[src/rtl/gpio_pad_pkg.sv]
package gpio_pad_pkg;
  localparam int FUNC_W     = 3;
  localparam int PULL_W     = 2;
  localparam int DRV_W      = 3;
  localparam int IO_IN_BIT  = 0;
  localparam int IO_OUT_BIT = 1;

  typedef enum logic [PULL_W-1:0] {
    PULL_NONE = 2'd0,
    PULL_DOWN = 2'd1,
    PULL_KEEP = 2'd2,
    PULL_UP   = 2'd3
  } pull_e;

  // packed MSB first: oe[8] drive[7:5] pull[4:3] func[2:0]
  typedef struct packed {
    logic              oe;
    logic [DRV_W-1:0]  drive;
    pull_e             pull;
    logic [FUNC_W-1:0] func;
  } ctl_t;

  localparam int CTL_W = $bits(ctl_t);
  localparam logic [FUNC_W-1:0] FUNC_GPIO = '0;
endpackage

[src/rtl/gpio_pad_sync.sv]
module gpio_pad_sync #(
  parameter int STAGES = 2
) (
  input  logic clk_i,
  input  logic rst_ni,
  input  logic d_i,
  output logic q_o
);
  logic [STAGES-1:0] chain_q;
  logic past_ok_q;

  always_ff @(posedge clk_i or negedge rst_ni) begin
    if (!rst_ni) chain_q <= '0;
    else         chain_q <= {chain_q[STAGES-2:0], d_i};
  end

  assign q_o = chain_q[STAGES-1];

  always_ff @(posedge clk_i or negedge rst_ni) begin
    if (!rst_ni) past_ok_q <= 1'b0;
    else         past_ok_q <= 1'b1;
  end


  sync_first_chk: assert property (@(posedge clk_i) disable iff (!rst_ni)
    past_ok_q |-> chain_q[0] == $past(d_i));

  for (genvar s = 1; s < STAGES; s++) begin : g_stage_chk

    sync_shift_chk: assert property (@(posedge clk_i) disable iff (!rst_ni)
      past_ok_q |-> chain_q[s] == $past(chain_q[s-1]));
  end
endmodule

[src/rtl/gpio_pad_pin.sv]
module gpio_pad_pin
  import gpio_pad_pkg::*;
#(
  parameter int DATA_W      = 32,
  parameter int ALT_FUNCS   = 7,
  parameter int SYNC_STAGES = 2
) (
  input  logic                 clk_i,
  input  logic                 rst_ni,
  input  logic                 wr_ctl_i,
  input  logic                 wr_io_i,
  input  logic [CTL_W-1:0]     wdata_i,
  input  logic                 pad_in_i,
  input  logic [ALT_FUNCS-1:0] alt_out_i,
  input  logic [ALT_FUNCS-1:0] alt_oe_i,
  output logic [DATA_W-1:0]    ctl_rd_o,
  output logic [DATA_W-1:0]    io_rd_o,
  output logic                 pad_out_o,
  output logic                 pad_oe_o,
  output logic [PULL_W-1:0]    pad_pull_o,
  output logic [DRV_W-1:0]     pad_drive_o,
  output logic [FUNC_W-1:0]    func_sel_o
);
  ctl_t ctl_q;
  ctl_t wr_ctl_v;
  logic out_q;
  logic in_sync;
  logic alt_out_sel, alt_oe_sel;

  assign wr_ctl_v = ctl_t'(wdata_i);

  always_ff @(posedge clk_i or negedge rst_ni) begin
    if (!rst_ni)       ctl_q <= '0;
    else if (wr_ctl_i) ctl_q <= wr_ctl_v;
  end

  always_ff @(posedge clk_i or negedge rst_ni) begin
    if (!rst_ni)      out_q <= 1'b0;
    else if (wr_io_i) out_q <= wdata_i[IO_OUT_BIT];
  end

  gpio_pad_sync #(.STAGES(SYNC_STAGES)) u_sync (
    .clk_i (clk_i),
    .rst_ni(rst_ni),
    .d_i   (pad_in_i),
    .q_o   (in_sync)
  );

  // codes past ALT_FUNCS select nothing
  always_comb begin
    alt_out_sel = 1'b0;
    alt_oe_sel  = 1'b0;
    for (int k = 0; k < ALT_FUNCS; k++) begin
      if (ctl_q.func == FUNC_W'(k + 1)) begin
        alt_out_sel = alt_out_i[k];
        alt_oe_sel  = alt_oe_i[k];
      end
    end
  end

  always_comb begin
    if (ctl_q.func == FUNC_GPIO) begin
      pad_out_o = out_q;
      pad_oe_o  = ctl_q.oe;
    end else begin
      pad_out_o = alt_out_sel;
      pad_oe_o  = alt_oe_sel;
    end
  end

  // keeper: weak hold of last sampled level while undriven
  always_comb begin
    unique case (ctl_q.pull)
      PULL_KEEP: pad_pull_o = pad_oe_o ? PULL_NONE : (in_sync ? PULL_UP : PULL_DOWN);
      default:   pad_pull_o = ctl_q.pull;
    endcase
  end

  assign pad_drive_o = ctl_q.drive;
  assign func_sel_o  = ctl_q.func;

  always_comb begin
    ctl_rd_o = '0;
    ctl_rd_o[CTL_W-1:0] = ctl_q;
    io_rd_o = '0;
    io_rd_o[IO_IN_BIT]  = in_sync;
    io_rd_o[IO_OUT_BIT] = out_q;
  end


  gpio_oe_wr_chk: assert property (@(posedge clk_i) disable iff (!rst_ni)
    wr_ctl_i && wr_ctl_v.func == FUNC_GPIO && !wr_ctl_v.oe |=> !pad_oe_o);


  out_bit_wr_chk: assert property (@(posedge clk_i) disable iff (!rst_ni)
    wr_io_i |=> io_rd_o[IO_OUT_BIT] == $past(wdata_i[IO_OUT_BIT]));


  drive_wr_chk: assert property (@(posedge clk_i) disable iff (!rst_ni)
    wr_ctl_i |=> pad_drive_o == $past(wr_ctl_v.drive));


  no_pull_wr_chk: assert property (@(posedge clk_i) disable iff (!rst_ni)
    wr_ctl_i && wr_ctl_v.pull == PULL_NONE |=> pad_pull_o == PULL_NONE);


  ctl_hold_chk: assert property (@(posedge clk_i) disable iff (!rst_ni)
    !wr_ctl_i |=> $stable(ctl_rd_o));
endmodule

[src/rtl/gpio_pad_ctrl.sv]
module gpio_pad_ctrl
  import gpio_pad_pkg::*;
#(
  parameter int NUM_PINS    = 6,
  parameter int ALT_FUNCS   = 7,
  parameter int DATA_W      = 32,
  parameter int SYNC_STAGES = 2,
  localparam int NUM_REGS   = 2 * NUM_PINS,
  localparam int ADDR_W     = $clog2(NUM_REGS)
) (
  input  logic                          clk_i,
  input  logic                          rst_ni,
  input  logic [ADDR_W-1:0]             addr_i,
  input  logic                          we_i,
  input  logic [DATA_W-1:0]             wdata_i,
  output logic [DATA_W-1:0]             rdata_o,
  input  logic [NUM_PINS-1:0]           pad_in_i,
  output logic [NUM_PINS-1:0]           pad_out_o,
  output logic [NUM_PINS-1:0]           pad_oe_o,
  output logic [NUM_PINS*PULL_W-1:0]    pad_pull_o,
  output logic [NUM_PINS*DRV_W-1:0]     pad_drive_o,
  output logic [NUM_PINS*FUNC_W-1:0]    func_sel_o,
  input  logic [NUM_PINS*ALT_FUNCS-1:0] alt_out_i,
  input  logic [NUM_PINS*ALT_FUNCS-1:0] alt_oe_i
);
  logic [NUM_PINS-1:0]             wr_ctl, wr_io;
  logic [NUM_PINS-1:0][DATA_W-1:0] ctl_rd, io_rd;
  logic                            mapped;
  logic                            unused_wdata;

  assign unused_wdata = ^wdata_i[DATA_W-1:CTL_W];
  assign mapped = 32'(addr_i) < NUM_REGS;

  for (genvar p = 0; p < NUM_PINS; p++) begin : g_pin
    assign wr_ctl[p] = we_i && (addr_i == ADDR_W'(2 * p));
    assign wr_io[p]  = we_i && (addr_i == ADDR_W'(2 * p + 1));

    gpio_pad_pin #(
      .DATA_W     (DATA_W),
      .ALT_FUNCS  (ALT_FUNCS),
      .SYNC_STAGES(SYNC_STAGES)
    ) u_pin (
      .clk_i      (clk_i),
      .rst_ni     (rst_ni),
      .wr_ctl_i   (wr_ctl[p]),
      .wr_io_i    (wr_io[p]),
      .wdata_i    (wdata_i[CTL_W-1:0]),
      .pad_in_i   (pad_in_i[p]),
      .alt_out_i  (alt_out_i[p*ALT_FUNCS +: ALT_FUNCS]),
      .alt_oe_i   (alt_oe_i[p*ALT_FUNCS +: ALT_FUNCS]),
      .ctl_rd_o   (ctl_rd[p]),
      .io_rd_o    (io_rd[p]),
      .pad_out_o  (pad_out_o[p]),
      .pad_oe_o   (pad_oe_o[p]),
      .pad_pull_o (pad_pull_o[p*PULL_W +: PULL_W]),
      .pad_drive_o(pad_drive_o[p*DRV_W +: DRV_W]),
      .func_sel_o (func_sel_o[p*FUNC_W +: FUNC_W])
    );
  end

  always_comb begin
    rdata_o = '0;
    for (int p = 0; p < NUM_PINS; p++) begin
      if (addr_i == ADDR_W'(2 * p))     rdata_o = ctl_rd[p];
      if (addr_i == ADDR_W'(2 * p + 1)) rdata_o = io_rd[p];
    end
  end


  unmapped_wr_chk: assert property (@(posedge clk_i) disable iff (!rst_ni)
    we_i && !mapped |=> $stable(pad_drive_o) && $stable(func_sel_o));


  single_target_chk: assert property (@(posedge clk_i) disable iff (!rst_ni)
    $countones({wr_ctl, wr_io}) <= 1);
endmodule

[config.mk]
export PLATFORM = sky130hd
export DESIGN_NAME = gpio_pad_ctrl
export DESIGN_NICKNAME = d
export VERILOG_FILES = /design/src/rtl/gpio_pad_pkg.sv /design/src/rtl/gpio_pad_sync.sv /design/src/rtl/gpio_pad_pin.sv /design/src/rtl/gpio_pad_ctrl.sv
export SDC_FILE = /design/constraint.sdc
export NUM_CORES = 1
export LEC_CHECK = 0
export BUFFER_PORTS_ARGS = -buffer_cell sky130_fd_sc_hd__buf_2
export CORE_MARGIN = 10
export CORE_UTILIZATION = 43
export CTS_BUF_LIST = sky130_fd_sc_hd__clkbuf_8 sky130_fd_sc_hd__clkbuf_16
export DETAILED_ROUTE_END_ITERATION = 10
export MAX_ROUTING_LAYER = met4
export PLACE_DENSITY_LB_ADDON = 0.2
export SETUP_SLACK_MARGIN = 0.4
export SKIP_CTS_REPAIR_TIMING = 1
export SLEW_MARGIN = 5
export SYNTH_ARGS = -nofsm -noshare
export SYNTH_HDL_FRONTEND = slang
export SYNTH_SLANG_ARGS = --single-unit
[constraint.sdc]
create_clock -name clk_i -period 1.85 [get_ports clk_i]
set_input_delay 0.4625 -clock clk_i [delete_from_list [all_inputs] [get_ports clk_i]]
set_output_delay 0.4625 -clock clk_i [all_outputs]
set_load 0.05 [all_outputs]
# ---- After elaboration in Yosys (flattened, before gate mapping)
# Index checks and enable logic that the tools add are counted.
dict set report totals {
  register_bits 72
  out_inout_bits 92
}
dict set report op_classes {
  n_eq_ne 59
  n_mux 126
  reduce_logical 19
}
# cell n
set ops {}
lappend ops {{$mux W32} 11}
lappend ops {{$mux W1} 96}
lappend ops {{$eq A3 B3 Y1 const B} 24}
lappend ops {{$eq A3 B2 Y1 const B} 12}
lappend ops {{$mux W2} 18}
lappend ops {{$eq A3 B1 Y1 const B} 6}
lappend ops {{$logic_not A3 Y1} 6}
lappend ops {{$eq A4 B3 Y1 const B} 4}
lappend ops {{$eq A4 B4 Y1 const B} 4}
lappend ops {{$eq A2 B2 Y1 const B} 6}
lappend ops {{$logic_and A1 B1 Y1} 12}
lappend ops {{$mux W9} 1}
lappend ops {{$eq A4 B2 Y1 const B} 2}
lappend ops {{$eq A4 B1 Y1 const B} 1}
lappend ops {{$logic_not A4 Y1} 1}

# ---- Longest topological paths before layout
# Gate-level depths: netlist of the first run.
dict set report depth {
  depth_word 13
  ltp_mapped 6
  ltp_nobuf 4
}

# ---- Hierarchy
# From an unflattened synthesis of the first run, not the netlist that was laid out.
dict set report hier_totals {
  hier_cells 1222
  area_unflattened_um2 10588.9
}
# mod instances cells_per_inst area_per_inst_um2 seq_area_each_um2
set by_module_without_submodules {}
lappend by_module_without_submodules {gpio_pad_pin 6 121 1078.5 250.2}
lappend by_module_without_submodules {gpio_pad_ctrl 1 484 3817.4 0.0}
lappend by_module_without_submodules {gpio_pad_sync 6 2 50.0 50.0}

# ---- Worst setup path after synthesis of the first run
# OpenSTA, ideal clock, no wires.
dict set report synth_path {
  path_kind {register to output}
  from {reg g_pin[2].u_pin.ctl_q, in the netlist g_pin[2].u_pin.func_sel_o[1]}
  to {out pad_pull_o[5]}
  arrival_time_ns 2.228
  required_ns 1.387
  path_slack_ns -0.840
  stages_incl_launch_ff 6
  n_path_buf 1
  path_cell_list {dfrtp_1 -> buf_2 -> mux2_2 -> o21ai_0 -> o221ai_1 -> o21ai_0}
}
dict set report synth_between {
  elab_chain_cells 11
  word_cells_on_any_way 18
  classes_between {eq/ne (7); mux (10); reduce/logical (1)}
}
# item line
set synth_rtl {}
lappend synth_rtl {{start: declaration} gpio_pad_pin.sv:24} ;# ctl_t ctl_q;
lappend synth_rtl {{start signal: assignment} gpio_pad_pin.sv:34} ;# else if (wr_ctl_i) ctl_q <= wr_ctl_v;
lappend synth_rtl {{$eq A3 B1 Y1} gpio_pad_pin.sv:54} ;# if (ctl_q.func == FUNC_W'(k + 1)) begin
lappend synth_rtl {{$mux W1 (7 in a row)} gpio_pad_pin.sv:54}
lappend synth_rtl {{$mux W1 *} gpio_pad_pin.sv:62} ;# if (ctl_q.func == FUNC_GPIO) begin
lappend synth_rtl {{via g_pin[2].u_pin.pad_oe_o} gpio_pad_pin.sv:19} ;# output logic pad_oe_o,
lappend synth_rtl {{$mux W2 *} gpio_pad_pin.sv:74} ;# PULL_KEEP: pad_pull_o = pad_oe_o ? PULL_NONE : (in_sync ? PULL_UP : PULL_DOWN);
lappend synth_rtl {{$mux W2 *} gpio_pad_pin.sv:73} ;# unique case (ctl_q.pull)
lappend synth_rtl {{end: declaration} gpio_pad_ctrl.sv:20} ;# output logic [NUM_PINS*PULL_W-1:0] pad_pull_o,
# The timed path passes the listed nets; every way through them passes the cells marked *.

# ---- Worst setup path after layout of the first run
dict set report layout_path {
  from {reg g_pin[0].u_pin.ctl_q, in the netlist g_pin[0].u_pin.func_sel_o[1]}
  to {out pad_pull_o[1]}
}
dict set report layout_between {
  elab_chain_cells 11
  word_cells_on_any_way 18
  classes_between {eq/ne (7); mux (10); reduce/logical (1)}
}
# item line
set layout_rtl {}
lappend layout_rtl {{start: declaration} gpio_pad_pin.sv:24}
lappend layout_rtl {{start signal: assignment} gpio_pad_pin.sv:34}
lappend layout_rtl {{$eq A3 B1 Y1} gpio_pad_pin.sv:54}
lappend layout_rtl {{$mux W1 (7 in a row)} gpio_pad_pin.sv:54}
lappend layout_rtl {{$mux W1 *} gpio_pad_pin.sv:62}
lappend layout_rtl {{$mux W2 *} gpio_pad_pin.sv:74}
lappend layout_rtl {{$mux W2 *} gpio_pad_pin.sv:73}
# Every way passes the cells marked *; elsewhere a longest branch is shown, timed or not.

==> reports/metrics.sh, run 1 <==
FP.COREAREA_SQ_MM=0.0109
SYNTH_CELLS=426
DRTPASS1ITERATIONS=6
DIE_HEIGHT_MICRONS=126
HOLDWS_PS=94.7
SETUP.WORST_PATH.CLASS='reg -> out'
SYNTH_AREA_LEADERS='dfrtp_1 37%, mux2_2 14%, buf_4 12%, mux4_2 8.8%, mux2i_1 3.1%'
FIRST_GLOBAL_VIAS=4508
CP.ARRIVAL_PS=1930
FINALSETUPTNS_PS=-12350
ROUTEDWLPERCELL_MICRONS=20.9
SYN_TO_FINAL_GROWTH_PCT=60.6
DP.FINAL_HPWL_MICRONS=12300
MIN-DELAY-PATH-CLASS='in -> async'
PATH_BUF_INV=1
POST-ROUTE-UTIL_PCT=71.4
SYNTH_SEQ_AREA_SHARE_PCT=37.1
CELL_TOTAL_AFTER_PLACEMENT=744
DESIGN_POWER_TOTAL_mW=10.0
WORST_PATH_MAX_DELAY_CELL='o32a_1'
TIMING.FINAL.CRIT_SHARE_PCT=129
POWER_DENSITY_mW_PER_MM2=1290
GRT_OVERFLOW=0
MAXCLOCKFREQUENCY_GHz=0.418
FINAL_LAYOUT_SIZE_SUFFIX_GT1_SHARE_PCT=74.1
CLKLATENCYLATEPIN_PS=330
PIN_COUNT=221
GRT_SETUP_UNREPAIRED='true'
CTS.HTREE.LEVELS=3
ROUTED_WL_MICRONS=16400
DIE_W_MICRONS=126
GRT_FIRST_PASS_WIRELENGTH_MICRONS=24200
CTS.CLK_SLEW.WORST_PATHS_PS=60
STATUS='complete, but fails checks'
INITIALDRTVIOLATIONCOUNT=174
CP-START-KIND='register'
POST-SYNTH-TOP-COUNT-CELL='buf_4'
STDCELL_COUNT=785
CRITICAL_PATH.TOP_DELAY_FAMILY='compound AO/OA/AOI/OAI gates'
START_UTIL_PCT=44.4
ENDPOINT_CLASS_OF_THE_CRITICAL_PATH='output port'
MAX_CAPACITANCE_VIOLATION_COUNT=0
TIMING.CRITICAL_PATH.FANOUT_MAX=3
NUMBER_OF_SYNTHESIZED_FLOPS_WITH_AN_ENABLE_PIN=0
POSTROUTEANTENNANETS=0
CTS.SINKS=72
CTS_MAX_PATH_BUFFERS=2
SYNTH_FF_TYPE='dfrtp_1'
ROWS=38
SYNTH_CELL_TYPE_COUNT=58
CTS_ROOT_BUFFER='clkbuf_16'
YOSYS.AREA.TOP_TYPE='dfrtp_1'
GRT_ANTENNA_BEFORE_REPAIR=0
ASYNCSETRESETFLOPFRACSYNTH_PCT=100
DRC=0
DESIGN.FINAL.NETS=769
MAXSLEWVIOLCOUNT=0
CP_SLOWEST_STAGE_DELAY_PS=420
IR_DROP_V=0.000929
NUMCTSBUFFERS=9
FINAL_DESIGN_AREA_NO_FILL_SQ_MM=0.00780
WORSTPATHCELLLIST='mux2_4 > and3_4 > o32a_1 > o21ai_4 > buf_6'
FRACTION_OF_SYNTHESIZED_CELL_AREA_TAKEN_BY_THE_TOP_AREA_CELL_TYPE_PCT=37.1
POWER_LEAKAGE_nW=3.66
TRITONCTS_CLOCK_TREE='built'
CRIT_REQUIRED_PS=1390
SYNTH-WARNING-COUNT=0
PLACED_CELL_AREA_SQ_MM=0.00652
SETUP_VIOL_COUNT_FINAL=33
LAYOUT_SETUP_WS_PS=-545
GRT_START_MAX_NET_PINS=32
WORSTSETUPPATHDEPTH=5
MAPPEDNETLISTAREA_SQ_MM=0.00486
ANTENNA-DIODE-COUNT=0
VIOLATIONS_IN_THE_FINAL_REPORTS='setup timing'
SYN_AREA_PER_CELL_SQ_UM=11.4
REG2REGPATHDEPTH=4
NETLIST_TOP_CELLS_COUNT='76 x buf_4, 72 x dfrtp_1, 62 x mux2_2'
POSTSYNTHREGISTERBITS=72
HOLD_VIOLATIONS=0
PRE_CTS_WS_PS=-491
IO_BUFFER_COUNT=174
FIN_WORST_SKEW_PS=2.16
TIMING.FINAL.CRIT_PERIOD_PS=2400
PLACE_CONGESTION=0.928
TRACK_USAGE_PCT=19.2
ROUTE.DETAILED.VIAS_PER_INST=5.26
DIEAREA_SQ_MM=0.0159
DETAILROUTE.VIA_COUNT=4130
layout make-up:
cell class | instances | area (sq um)
Inverter | 13 | 48.8
Timing Repair Buffer | 274 | 2290
Fill cell | 765 | 3130
Clock inverter | 5 | 103
Multi-Input combinational cell | 270 | 3110
Tap cell | 140 | 175
Clock buffer | 11 | 253
Sequential cell | 72 | 1820
placed cells by master, fill, tap and decap left out, types with 3 or more instances in the layout:
cell type,n
a21oi_2,5
and3_4,3
buf_12,7
buf_2,103
buf_4,70
buf_6,56
buf_8,26
bufinv_16,3
clkbuf_16,9
clkbuf_4,12
conb_1,23
dfrtp_1,60
dfrtp_2,12
inv_1,5
inv_2,8
mux2_2,36
mux2_4,35
mux2i_1,12
mux4_2,23
nand2_1,12
nand2_2,4
nand2b_1,3
nand2b_4,5
nand3_1,3
nor2_1,7
nor2_4,5
nor2b_1,4
nor2b_4,3
o21ai_0,5
o21ai_1,8
o21ai_4,4
o22ai_4,6
flip-flops by register name (all words and copies together), names as in the netlist:
register / flops
g_pin.u_pin.ctl_rd_o: 18
g_pin.u_pin.func_sel_o: 18
g_pin.u_pin.pad_drive_o: 18
g_pin.u_pin.u_sync.chain_q: 12
g_pin.u_pin.out_q: 6
kinds of logic (layout without fill, tap and decap cells):
logic type             Yosys count  after routing  share of synthesized area (%)
AOI/OAI and AO/OA               60             60                           8.06
buffers and inverters          108            303                           14.5
DFF                             72             72                           37.1
muxes                          110            110                           30.8
other                            1             23                         0.0772
and+or+nand+nor                 75             77                           9.48
routing by layer:
metal / track usage [%] / wire length, microns / share of wire [%] / vias to the layer above
li1: - / - / - / 1881
met1: 23.1 / 6670 / 41 / 2052
met2: 31.0 / 8270 / 50 / 181
met3: 6.25 / 1310 / 8.0 / 16
met4: 3.42 / 159 / 0.97 / 0
met5: - / 0 / 0 / -
report_power, final:
| part | internal [mW] | total (mW) | switching (mW) |
|---|---|---|---|
| sequential | 1.91 | 2.31 | 0.403 |
| clock | 1.39 | 2.04 | 0.654 |
| combinational | 2.65 | 5.69 | 3.04 |
worst register-to-register path, stage by stage (launching register included):
cell,delay (ps)
dfrtp_1,420
buf_4,150
buf_6,100
buf_4,120
mux2_4,260
final timing paths:
check	start	endpoint	slack (ps)
worst max-delay path	g_pin[0].u_pin.func_sel_o[1]$_DFFE_PN0P_	pad_pull_o[1]	-550
worst min-delay path	rst_ni	g_pin[2].u_pin.pad_drive_o[1]$_DFFE_PN0P_	90
worst max register to register	g_pin[5].u_pin.func_sel_o[0]$_DFFE_PN0P_	g_pin[5].u_pin.func_sel_o[0]$_DFFE_PN0P_	690
worst min register to register	g_pin[3].u_pin.u_sync.chain_q[0]$_DFF_PN0_	g_pin[3].u_pin.u_sync.chain_q[1]$_DFF_PN0_	350
max in group asynchronous	rst_ni	g_pin[0].u_pin.func_sel_o[2]$_DFFE_PN0P_	1200
min in group clk_i	pad_in_i[3]	g_pin[3].u_pin.u_sync.chain_q[0]$_DFF_PN0_	240
Note: power is estimated with default switching activity, not from simulation.
==> run 2: changes to the inputs <==
--- a/config.mk
+++ b/config.mk
@@ -10,7 +10,6 @@
 export CORE_UTILIZATION = 43
 export CTS_BUF_LIST = sky130_fd_sc_hd__clkbuf_8 sky130_fd_sc_hd__clkbuf_16
 export DETAILED_ROUTE_END_ITERATION = 10
-export MAX_ROUTING_LAYER = met4
 export PLACE_DENSITY_LB_ADDON = 0.2
 export SETUP_SLACK_MARGIN = 0.4
 export SKIP_CTS_REPAIR_TIMING = 1
==> constraint.sdc (replaced) <==
create_clock -name clk_i -period 1.85 [get_ports clk_i]
set_input_delay 0.185 -clock clk_i [delete_from_list [all_inputs] [get_ports clk_i]]
set_output_delay 0.185 -clock clk_i [all_outputs]
set_load 0.05 [all_outputs]
==> reports/metrics.sh, run 2 (synthesized netlist as in run 1, its figures left out) <==
STATUS='complete, but fails checks'
VIOLATIONS_IN_THE_FINAL_REPORTS='setup timing'
ROUTED_WL_MICRONS=15000
CP.ARRIVAL_PS=1940
DRTPASS1ITERATIONS=4
WORST_R2R_STARTPOINT='g_pin[0].u_pin.func_sel_o[1]$_DFFE_PN0P_'
WORSTHOLDENDPOINT='g_pin[1].u_pin.ctl_rd_o[3]$_DFFE_PN0P_'
WORST-R2R-SETUP-SLACK_PS=810
SETUP.WORST_PATH.CLASS='reg -> out'
POWER_LEAKAGE_nW=3.18
HOLDWS_PS=176
HOLD_VIOLATIONS=0
CTS.HTREE.LEVELS=3
WORSTHOLDPATHCELLS=2
DRC=0
PIN_COUNT=221
START_UTIL_PCT=44.4
DESIGN.FINAL.NETS=729
FIN_WORST_SKEW_PS=3.05
GRT_FIRST_PASS_WIRELENGTH_MICRONS=22200
CRIT_REQUIRED_PS=1660
INITIALDRTVIOLATIONCOUNT=162
TRACK_USAGE_PCT=17.2
WORSTPATHCELLLIST='mux2_4 > and3_4 > o32a_1 > o21ai_4 > buf_8'
IR_DROP_V=0.000839
GRT_ANTENNA_BEFORE_REPAIR=0
MIN-DELAY-PATH-CLASS='in -> reg'
MAX_CAPACITANCE_VIOLATION_COUNT=0
FP.COREAREA_SQ_MM=0.0109
CP_SLOWEST_STAGE_DELAY_PS=410
CP-START-KIND='register'
ROWS=38
GRT_SETUP_UNREPAIRED='true'
NUMCTSBUFFERS=9
POWER_DENSITY_mW_PER_MM2=1270
TIMING.FINAL.CRIT_SHARE_PCT=115
IO_BUFFER_COUNT=174
TIMING.FINAL.CRIT_PERIOD_PS=2130
GRT_OVERFLOW=0
DETAILROUTE.VIA_COUNT=3940
POSTROUTEANTENNANETS=0
DP.FINAL_HPWL_MICRONS=11400
SYN_TO_FINAL_GROWTH_PCT=42.1
POST-ROUTE-UTIL_PCT=63.1
MAXCLOCKFREQUENCY_GHz=0.470
N_FILL_CELL=883
CLKLATENCYLATEPIN_PS=320
FINAL_CELL_MIX='141 x buf_2, 56 x mux2_2, 53 x dfrtp_1, 45 x buf_4, 27 x buf_6'
HOLD_PATH.STARTPOINT='wdata_i[3]'
DIE_HEIGHT_MICRONS=126
TIMING.RR.END='g_pin[0].u_pin.func_sel_o[1]$_DFFE_PN0P_'
ENDPOINT_CLASS_OF_THE_CRITICAL_PATH='output port'
ANTENNA-DIODE-COUNT=0
LAYOUT.CELLS.MOST_COMMON='buf_2'
WORST_PATH_MAX_DELAY_CELL='o32a_1'
PLACE_CONGESTION=0.816
DIEAREA_SQ_MM=0.0159
ROUTEDWLPERCELL_MICRONS=20.1
CTS_ROOT_BUFFER='clkbuf_16'
MAXSLEWVIOLCOUNT=0
REG2REGPATHDEPTH=3
SETUP_VIOL_COUNT_FINAL=25
TRITONCTS_CLOCK_TREE='built'
MULTI_INPUT_AREA_SQ_MM=0.00291
DIE_W_MICRONS=126
SEQUENTIAL_CELL_AREA_SQ_MM=0.00183
LAYOUT_SETUP_WS_PS=-276
FINAL_LAYOUT_SIZE_SUFFIX_GT1_SHARE_PCT=67.9
TIMING.CRITICAL_PATH.FANOUT_MAX=3
CTS.SINKS=72
GRT_START_MAX_NET_PINS=42
FIRST_GLOBAL_VIAS=4092
CTS.CLK_SLEW.WORST_PATHS_PS=60
CTS_MAX_PATH_BUFFERS=2
ROUTE.DETAILED.VIAS_PER_INST=5.29
run 2: worst max-delay path: cells and delay by family, from the launching register on:
kind / cells / cell delay, ps
AOI/OAI and AO/OA: 2 / 600
DFF: 1 / 390
muxes: 1 / 300
and+or+nand+nor: 1 / 160
buffers and inverters: 1 / 160
run 2: layout make-up:
class	count	area share (%)
Clock buffer	10	3.46
Clock inverter	6	0.417
Inverter	13	0.707
Multi-Input combinational cell	268	42.2
Sequential cell	72	26.5
Tap cell	140	2.54
Timing Repair Buffer	236	24.2
run 2: worst max-delay path by stage:
| stage | startpoint | to | cells after the start |
|---|---|---|---|
| 2_1_floorplan | g_pin[0].u_pin.func_sel_o[1]$_DFFE_PN0P_ | pad_pull_o[1] | 4 |
| 3_3_place_gp | g_pin[5].u_pin.func_sel_o[0]$_DFFE_PN0P_ | pad_pull_o[11] | 5 |
| 3_5_place_dp | g_pin[5].u_pin.func_sel_o[0]$_DFFE_PN0P_ | pad_pull_o[11] | 5 |
| 4_1_cts | g_pin[5].u_pin.func_sel_o[0]$_DFFE_PN0P_ | pad_pull_o[11] | 5 |
| 5_1_grt | g_pin[0].u_pin.func_sel_o[1]$_DFFE_PN0P_ | pad_pull_o[1] | 5 |
| 6_report | g_pin[0].u_pin.func_sel_o[1]$_DFFE_PN0P_ | pad_pull_o[1] | 5 |
run 2: power by group:
part / leakage [nW] / internal, mW / total (mW) / switching, mW
Combinational: 2.18 / 2.05 / 4.90 / 2.85
Clock: 0.142 / 0.924 / 1.55 / 0.626
Sequential: 0.854 / 1.92 / 2.34 / 0.419
run 2: per-layer routing:
layer,GRT usage (%),wire (microns)
met5,0,0
met1,19.5,5710
met3,7.80,1310
met4,3.48,251
met2,29.2,7680
run 2: per-stage QoR:
step	area [sq um]	instances	setup TNS [ps]	power (mW)	worst slack (ps)
after floorplan	5470	448	0	6.08	120
after global placement	5960	695	0	6.39	1.32
after detailed placement	5960	695	-33.1	6.48	-18.7
after CTS	6230	711	-7440	8.05	-372
after global routing	6900	745	-5410	9.19	-348
final	6900	745	-3500	8.78	-276
==> run 3: changes to the inputs <==
--- a/config.mk
+++ b/config.mk
@@ -10,6 +10,7 @@
 export CORE_UTILIZATION = 43
 export CTS_BUF_LIST = sky130_fd_sc_hd__clkbuf_8 sky130_fd_sc_hd__clkbuf_16
 export DETAILED_ROUTE_END_ITERATION = 10
+export GPL_TIMING_DRIVEN = 0
 export PLACE_DENSITY_LB_ADDON = 0.2
 export SETUP_SLACK_MARGIN = 0.4
 export SKIP_CTS_REPAIR_TIMING = 1
@@ -17,3 +18,4 @@
 export SYNTH_ARGS = -nofsm -noshare
 export SYNTH_HDL_FRONTEND = slang
 export SYNTH_SLANG_ARGS = --single-unit
+export TNS_END_PERCENT = 30
==> reports/metrics.sh, run 3 (synthesized netlist as in run 1, its figures left out) <==
DESIGN.FINAL.NETS=777
CTS_ROOT_BUFFER='clkbuf_16'
GRT_START_MAX_NET_PINS=51
GRT_SETUP_UNREPAIRED='true'
MAX_CAPACITANCE_VIOLATION_COUNT=0
GLOBAL_ROUTE.PEAK_USAGE_LAYER='met2'
DESIGN_POWER_TOTAL_mW=9.29
START_UTIL_PCT=44.4
FIRST_GLOBAL_VIAS=4361
GRTUSAGEMET3_PCT=5.96
GRT_FIRST_PASS_WIRELENGTH_MICRONS=23100
TIGHTEST_SLEW_PS=533
PIN_COUNT=221
TIMING.FINAL.CRIT_PERIOD_PS=2250
POWER_LEAKAGE_nW=3.43
GRT.MET1_USAGE_PCT=21.8
IR_DROP_V=0.000768
STDCELL_COUNT=794
MAXCLOCKFREQUENCY_GHz=0.444
POST-ROUTE-UTIL_PCT=65.3
GRT_OVERFLOW=0
TRACK_USAGE_PCT=17.9
DETAILROUTE.VIA_COUNT=4076
HOLD_VIOLATIONS=0
FINAL_CELL_MIX='144 x buf_2, 83 x buf_4, 65 x dfrtp_1, 58 x mux2_2, 34 x buf_6'
POSTROUTEANTENNANETS=0
CTS.SINKS=72
GRT.MET2_USAGE_PCT=28.9
FINAL_DESIGN_AREA_NO_FILL_SQ_MM=0.00714
DIE_W_MICRONS=126
ROWS=38
CTS.HTREE.LEVELS=3
ENDPOINT_CLASS_OF_THE_CRITICAL_PATH='output port'
LAYOUT_SETUP_WS_PS=-402
INITIALDRTVIOLATIONCOUNT=174
CLKLATENCYLATEPIN_PS=330
DIE_HEIGHT_MICRONS=126
NUMCTSBUFFERS=9
ROUTE.DETAILED.VIAS_PER_INST=5.13
FP.COREAREA_SQ_MM=0.0109
SLEW_HEADROOM_PCT=64.5
CRIT_REQUIRED_PS=1660
GRT_ANTENNA_BEFORE_REPAIR=1
DIEAREA_SQ_MM=0.0159
TRITONCTS_CLOCK_TREE='built'
MIN-DELAY-PATH-CLASS='in -> reg'
MAXSLEWVIOLCOUNT=0
PLACE_CONGESTION=0.839
SETUP_VIOL_COUNT_FINAL=29
PLACED_CELL_AREA_SQ_MM=0.00623
POWER_DENSITY_mW_PER_MM2=1300
CTS_MAX_PATH_BUFFERS=2
TIMING.FINAL.CRIT_SHARE_PCT=122
CP-START-KIND='register'
ROUTEDWLPERCELL_MICRONS=19.3
LAYOUT.CELLS.MOST_COMMON='buf_2'
SETUP.WORST_PATH.CLASS='reg -> out'
CP.ARRIVAL_PS=2070
CTS.CLK_SLEW.WORST_PATHS_PS=60
IO_BUFFER_COUNT=171
DRC=0
DRTPASS1ITERATIONS=4
FIN_WORST_SKEW_PS=1.34
STATUS='complete, but fails checks'
SYN_TO_FINAL_GROWTH_PCT=47.0
FINAL_LAYOUT_SIZE_SUFFIX_GT1_SHARE_PCT=66.5
VIOLATIONS_IN_THE_FINAL_REPORTS='setup timing'
SEQUENTIAL_CELL_AREA_SQ_MM=0.00181
N_FILL_CELL=881
MULTI_INPUT_AREA_SQ_MM=0.00276
ROUTED_WL_MICRONS=15300
CELL_TOTAL_AFTER_PLACEMENT=760
DP.FINAL_HPWL_MICRONS=11800
TIMING.CRITICAL_PATH.FANOUT_MAX=3
-- run 3: cell types whose count changed in the layout (fill, tap and decap cells not counted), sizes merged --
cell    before  now
clkbuf      10   13
inv         16   15
bufinv       0    2
diode        0    1
buf        229  273
-- run 3: worst paths after layout --
kind,slack [ps],cells past startpoint,start,endpoint
max,-400,6,g_pin[0].u_pin.func_sel_o[1]$_DFFE_PN0P_,pad_oe_o[0]
max reg2reg,830,2,g_pin[1].u_pin.func_sel_o[0]$_DFFE_PN0P_,g_pin[1].u_pin.func_sel_o[0]$_DFFE_PN0P_
min,150,2,wdata_i[1],g_pin[5].u_pin.out_q$_DFFE_PN0P_
min in group asynchronous,290,2,rst_ni,g_pin[5].u_pin.pad_drive_o[2]$_DFFE_PN0P_
max in group asynchronous,990,3,rst_ni,g_pin[1].u_pin.func_sel_o[0]$_DFFE_PN0P_
min reg2reg,350,0,g_pin[4].u_pin.u_sync.chain_q[0]$_DFF_PN0_,g_pin[4].u_pin.u_sync.chain_q[1]$_DFF_PN0_
-- run 3: final cells by class --
| cell class | instances | area share [%] |
|---|---|---|
| flip-flops and latches | 72 | 25.4 |
| inverters | 13 | 0.683 |
| multi-input cells | 268 | 38.6 |
| well taps | 140 | 2.45 |
| diodes | 1 | 0.0350 |
| clock inverters | 7 | 1.44 |
| clock buffers | 9 | 3.15 |
| repair buffers | 189 | 17.3 |
| plain buffers | 95 | 11.0 |
-- run 3: metrics by stage --
step	hold slack, ps	setup TNS, ps	setup WS [ps]
5_1_grt	142	-7230	-448
3_3_place_gp	294	-647	-163
2_1_floorplan	-111	0	115
3_5_place_dp	105	-584	-153
6_report	145	-5390	-402
4_1_cts	-245	-8950	-513
-- run 3: where the power goes --
group	switching, mW	internal (mW)	total, mW
sequential	0.372	1.90	2.28
combinational	2.88	2.23	5.11
clock	0.711	1.19	1.91
total	3.96	5.33	9.29
-- run 3: layer usage --
layer / share of wire, % / routed length, microns
met4: 2.2 / 342
met2: 48 / 7310
met1: 41 / 6350
met5: 0 / 0
met3: 8.7 / 1340
-- run 3: worst max-delay path, cell delays in order (launching register included) --
cell      delay (ps)
dfrtp_1          410
mux2_4           310
and3_4           170
o32a_1           420
nand2b_4         180
buf_6            110
buf_8            140
